$ cat config.mk
export PLATFORM = sky130hd
export DESIGN_NAME = bfly_net
export DESIGN_NICKNAME = d
export VERILOG_FILES = /design/src/rtl/bfly_net.sv
export SDC_FILE = /design/constraint.sdc
export NUM_CORES = 2
export LEC_CHECK = 0
export CAP_MARGIN = 20
export CORE_AREA = 2 2 521 523
export DETAILED_ROUTE_END_ITERATION = 10
export DIE_AREA = 0 0 523 525
export SLEW_MARGIN = 30
export SYNTH_ARGS = -nofsm -noshare
export SYNTH_HDL_FRONTEND = slang
export SYNTH_SLANG_ARGS = --single-unit
$ cat constraint.sdc
create_clock -name clk -period 10.7 [get_ports clk]
set_clock_uncertainty 0.2 [all_clocks]
set_input_delay 2.14 -clock clk [delete_from_list [all_inputs] [get_ports clk]]
set_output_delay 2.14 -clock clk [all_outputs]
set_load 0.02 [all_outputs]
$ cat src/rtl/bfly_net.sv
module bfly_net #(
  parameter int LOG_N = 4,
  parameter int AW = 24,
  parameter int DW = 16,
  localparam int N = 1 << LOG_N
) (
  input  logic            clk,
  input  logic            rst_n,
  input  logic [N-1:0]    ini_valid,
  output logic [N-1:0]    ini_ready,
  input  logic [N*AW-1:0] ini_addr,
  input  logic [N*DW-1:0] ini_data,
  output logic [N-1:0]    tgt_valid,
  input  logic [N-1:0]    tgt_ready,
  output logic [N*AW-1:0] tgt_addr,
  output logic [N*DW-1:0] tgt_data
);
  localparam int S = LOG_N;
  localparam int FW = AW + DW;

  function automatic logic [N-1:0] route_tbl(int b);
    logic [N-1:0] t;
    for (int d = 0; d < N; d++) t[d] = ((d >> b) & 1) == 1;
    return t;
  endfunction

  logic          lv [0:S][0:N-1];
  logic [FW-1:0] lf [0:S][0:N-1];
  logic          lr [0:S][0:N-1];

  for (genvar i = 0; i < N; i++) begin : g_edge
    assign lv[0][i] = ini_valid[i];
    assign lf[0][i] = {ini_addr[i*AW +: AW], ini_data[i*DW +: DW]};
    assign ini_ready[i] = lr[0][i];
    assign tgt_valid[i] = lv[S][i];
    assign tgt_addr[i*AW +: AW] = lf[S][i][FW-1 -: AW];
    assign tgt_data[i*DW +: DW] = lf[S][i][DW-1:0];
    assign lr[S][i] = tgt_ready[i];
  end

  for (genvar s = 0; s < S; s++) begin : g_stage
    for (genvar k = 0; k < N/2; k++) begin : g_sw
      localparam int B = S - 1 - s;
      localparam int LO = ((k >> B) << (B + 1)) | (k & ((1 << B) - 1));
      localparam int HI = LO + (1 << B);
      localparam logic [N-1:0] RT = route_tbl(B);

      logic [1:0] sel, gnt_a, gnt_b, ok;
      assign sel[0] = RT[lf[s][LO][FW-1 -: LOG_N]];
      assign sel[1] = RT[lf[s][HI][FW-1 -: LOG_N]];

      for (genvar o = 0; o < 2; o++) begin : g_out
        localparam int OL = (o == 0) ? LO : HI;
        logic ra, rb, pri, rv;
        logic [FW-1:0] rf;
        assign ra = lv[s][LO] && (sel[0] == 1'(o));
        assign rb = lv[s][HI] && (sel[1] == 1'(o));
        assign ok[o] = !rv || lr[s+1][OL];
        assign gnt_a[o] = ra && (!rb || !pri);
        assign gnt_b[o] = rb && (!ra || pri);

        always_ff @(posedge clk) begin
          if (!rst_n) begin
            rv  <= 1'b0;
            pri <= 1'b0;
          end else if (ok[o]) begin
            rv <= gnt_a[o] | gnt_b[o];
            if (gnt_a[o] | gnt_b[o]) pri <= gnt_a[o];
          end
        end

        always_ff @(posedge clk)
          if (ok[o] && (gnt_a[o] || gnt_b[o]))
            rf <= gnt_a[o] ? lf[s][LO] : lf[s][HI];

        assign lv[s+1][OL] = rv;
        assign lf[s+1][OL] = rf;
      end

      assign lr[s][LO] = gnt_a[sel[0]] && ok[sel[0]];
      assign lr[s][HI] = gnt_b[sel[1]] && ok[sel[1]];
    end
  end
endmodule

==> impl_metrics.ini <==
[run_status]
outcome = completed

[global_routing]
grt_pass1_vias = 70500
grt_start_max_net_pins = 48
grt_pass1_wl_um = 652000
grt_antenna_before_repair = 169
overflow = 0
grt.total_usage = 0.361

[worst_setup_path]
path_max_fanout = 5
crit_path_end_kind = primary output
worstPathArrival_ns = 5.88
slowest_delay_ns = 0.75
path_class = in2out
critPathSlowestCell = clkdlybuf4s50_1
rrSetupSlack_ns = 6.54
required_ns = 8.36
crit_chain = clkdlybuf4s50_1, nor2b_1, a311oi_1, nor3_1, a311o_1, o221ai_2, inv_1, o22ai_1, clkdlybuf4s50_1
start_kind = input pin
critPathMostFrequentCell = clkdlybuf4s50_1

[cts]
cts_root_buf = clkbuf_16
htreeDepth = 5
cts_sinks = 2736
cts_made_buffers = 305
clk_latency_ns = 0.87
cts_hold_buf = 0
cts_tree = built
post_cts_resized = 0
post_cts_buffers = 0
clockBufferDepth = 4
clk_pin_slew_ns = 0.06

[finish]
fin_nets = 8717
fillers = 21400
syn2layout_area_growth_pct = 24.7
multi_input_comb_area_um2 = 35100
drive_gt1_frac = 0.399
regArea_um2 = 80400
final_cells = 11900

[sta]
slew_headroom = 0.248
tns_ns = 0
hold_viol = 0
setup_viol = 0
tightest_slew_ns = 1.13
fin_crit_sh = 0.768
drv_slew = 0
rsz0062_at_grt = no
fin_crit_ns = 8.22
fmax_mhz = 122
whs_ns = 0.294

[hold_path]
min_path_type = reg2reg

[power_and_ir_drop]
total_leakage_power_nw = 48.3
powerDensity_nw_per_um2 = 195
ir_drop_v = 0.000136

[routing]
drc = 0
routed_wl_um = 507000
viasPerCell = 5.95
antenna_left = 0
wire_per_inst_um = 42.5
drtIter0Drc = 8550
drtPass1Iterations = 6
num_vias = 71000

[floorplanning]
initial_core_util = 0.431
die_area_um2 = 275000
die_h_um = 525
fp.dieW_um = 523
io-pin-count = 1346
coreArea_um2 = 269000
fp-row-count = 191

[synthesis]
synth_top_area_frac = 0.662
synth_ff_type = edfxtp_1
ys_ff_latch = 2736
synth_area_leaders = edfxtp_1 (66%), mux2_2 (25%), dfxtp_1 (3.0%)
postSynthAreaPerCell_um2 = 17.7
synth_area_um2 = 116000
yosys.area.top_type = edfxtp_1
ys_async_sr_fraction = 0
ys_warn_count = 0
netlist_instances = 6573
ys_seq_area_frac = 0.692
synth.most_common_cell = mux2_2
syn_nets = 7247
synth-edff-count = 2560
synth.distinct_cells = 69
ys_top_cells_by_count = mux2_2 (2591), edfxtp_1 (2560), clkbuf_1 (199)

[placed_design]
dp_hpwl_um = 384000
dp_cells = 11300
place_congestion = 0.986
io_buffers = 1345

[job]
cap_violations = 0
power breakdown:
part	total, mW	switching, mW	internal, mW	leakage, nW
combinational	3.94	2.36	1.58	18.3
sequential	13.7	0.688	13.0	25.3
clock	10.6	4.43	6.18	4.79
worst paths after layout:
check	startpoint	end	cells past startpoint
setup / recovery	tgt_ready[7]	ini_ready[8]	9
hold / removal	g_stage[3].g_sw[1].g_out[1].pri	g_stage[3].g_sw[1].g_out[1].pri	2
setup reg to reg	g_stage[3].g_sw[1].sel[1]	g_stage[0].g_sw[7].g_out[0].rf[1]	8
hold reg to reg	g_stage[3].g_sw[1].g_out[1].pri	g_stage[3].g_sw[1].g_out[1].pri	2
state kept, by name, indices dropped and copies added (netlist names):
name	cells
g_stage.g_sw.sel	48
g_stage.g_sw.g_out.pri	64
g_stage.g_sw.g_out.rf	2560
g_stage.g_sw.g_out.rv	64
layout make-up:
type,instances,share of cell area
well taps,3570,0.0308
flip-flops and latches,2736,0.555
clock buffers,397,0.0570
inverters,84,0.00218
clock inverters,155,0.0110
repair buffers,1472,0.0999
diodes,72,0.00124
multi-input cells,3444,0.243
logic make-up (layout without fill, tap and decap cells):
group | Yosys count | after routing | synth area share
DFF | 2736 | 2736 | 0.692
muxes | 2604 | 2604 | 0.252
and+or+nand+nor | 481 | 481 | 0.0206
buffers and inverters | 393 | 2108 | 0.0133
AOI/OAI and AO/OA | 359 | 359 | 0.0214
other | 0 | 72 | 0
cells in the final DEF (no fill, tap or decap), drive strengths merged, types with 7 or more instances in the layout:
cell type,instances
mux2i,12
diode,72
or3,9
nor2,123
nand2,123
clkbuf,397
nor3,24
nand2b,39
a21o,9
a31oi,32
a31o,8
o221ai,13
o21a,11
a22oi,18
and2,16
edfxtp,2560
clkinvlp,10
o21ai,74
o22ai,10
bufinv,30
nor2b,58
dfxtp,176
buf,127
o221a,17
nand3,33
nand3b,11
o32ai,7
clkdlybuf4s50,1345
mux2,2592
a21oi,104
o31ai,11
and3,14
clkinv,109
inv,90
through the flow:
step / cell area [um^2] / setup WS (ns) / total power [mW] / utilization
3_5_place_dp: 135000 / 2.54 / 17.8 / 0.500
2_1_floorplan: 116000 / 4.23 / 15.5 / -
5_1_grt: 145000 / 2.43 / 28.9 / 0.538
6_report: 145000 / 2.48 / 28.3 / 0.538
3_3_place_gp: 135000 / 2.24 / 17.8 / 0.500
4_1_cts: 145000 / 2.51 / 28.3 / 0.537
per-layer routing:
metal	track usage	wire, um	vias to the layer above
met5	0	353	-
met4	0.253	41200	56
met3	0.0655	37100	1108
met2	0.608	250000	3990
met1	0.414	179000	37000
li1	-	-	28900
worst max-delay path, delay by kind of cell:
kind	cells	cell delay, ns
AND/OR/NAND/NOR	2	0.21
AO/OA/AOI/OAI	4	2.10
buffers and inverters	3	1.40
Power figures use the tool's default switching activity.
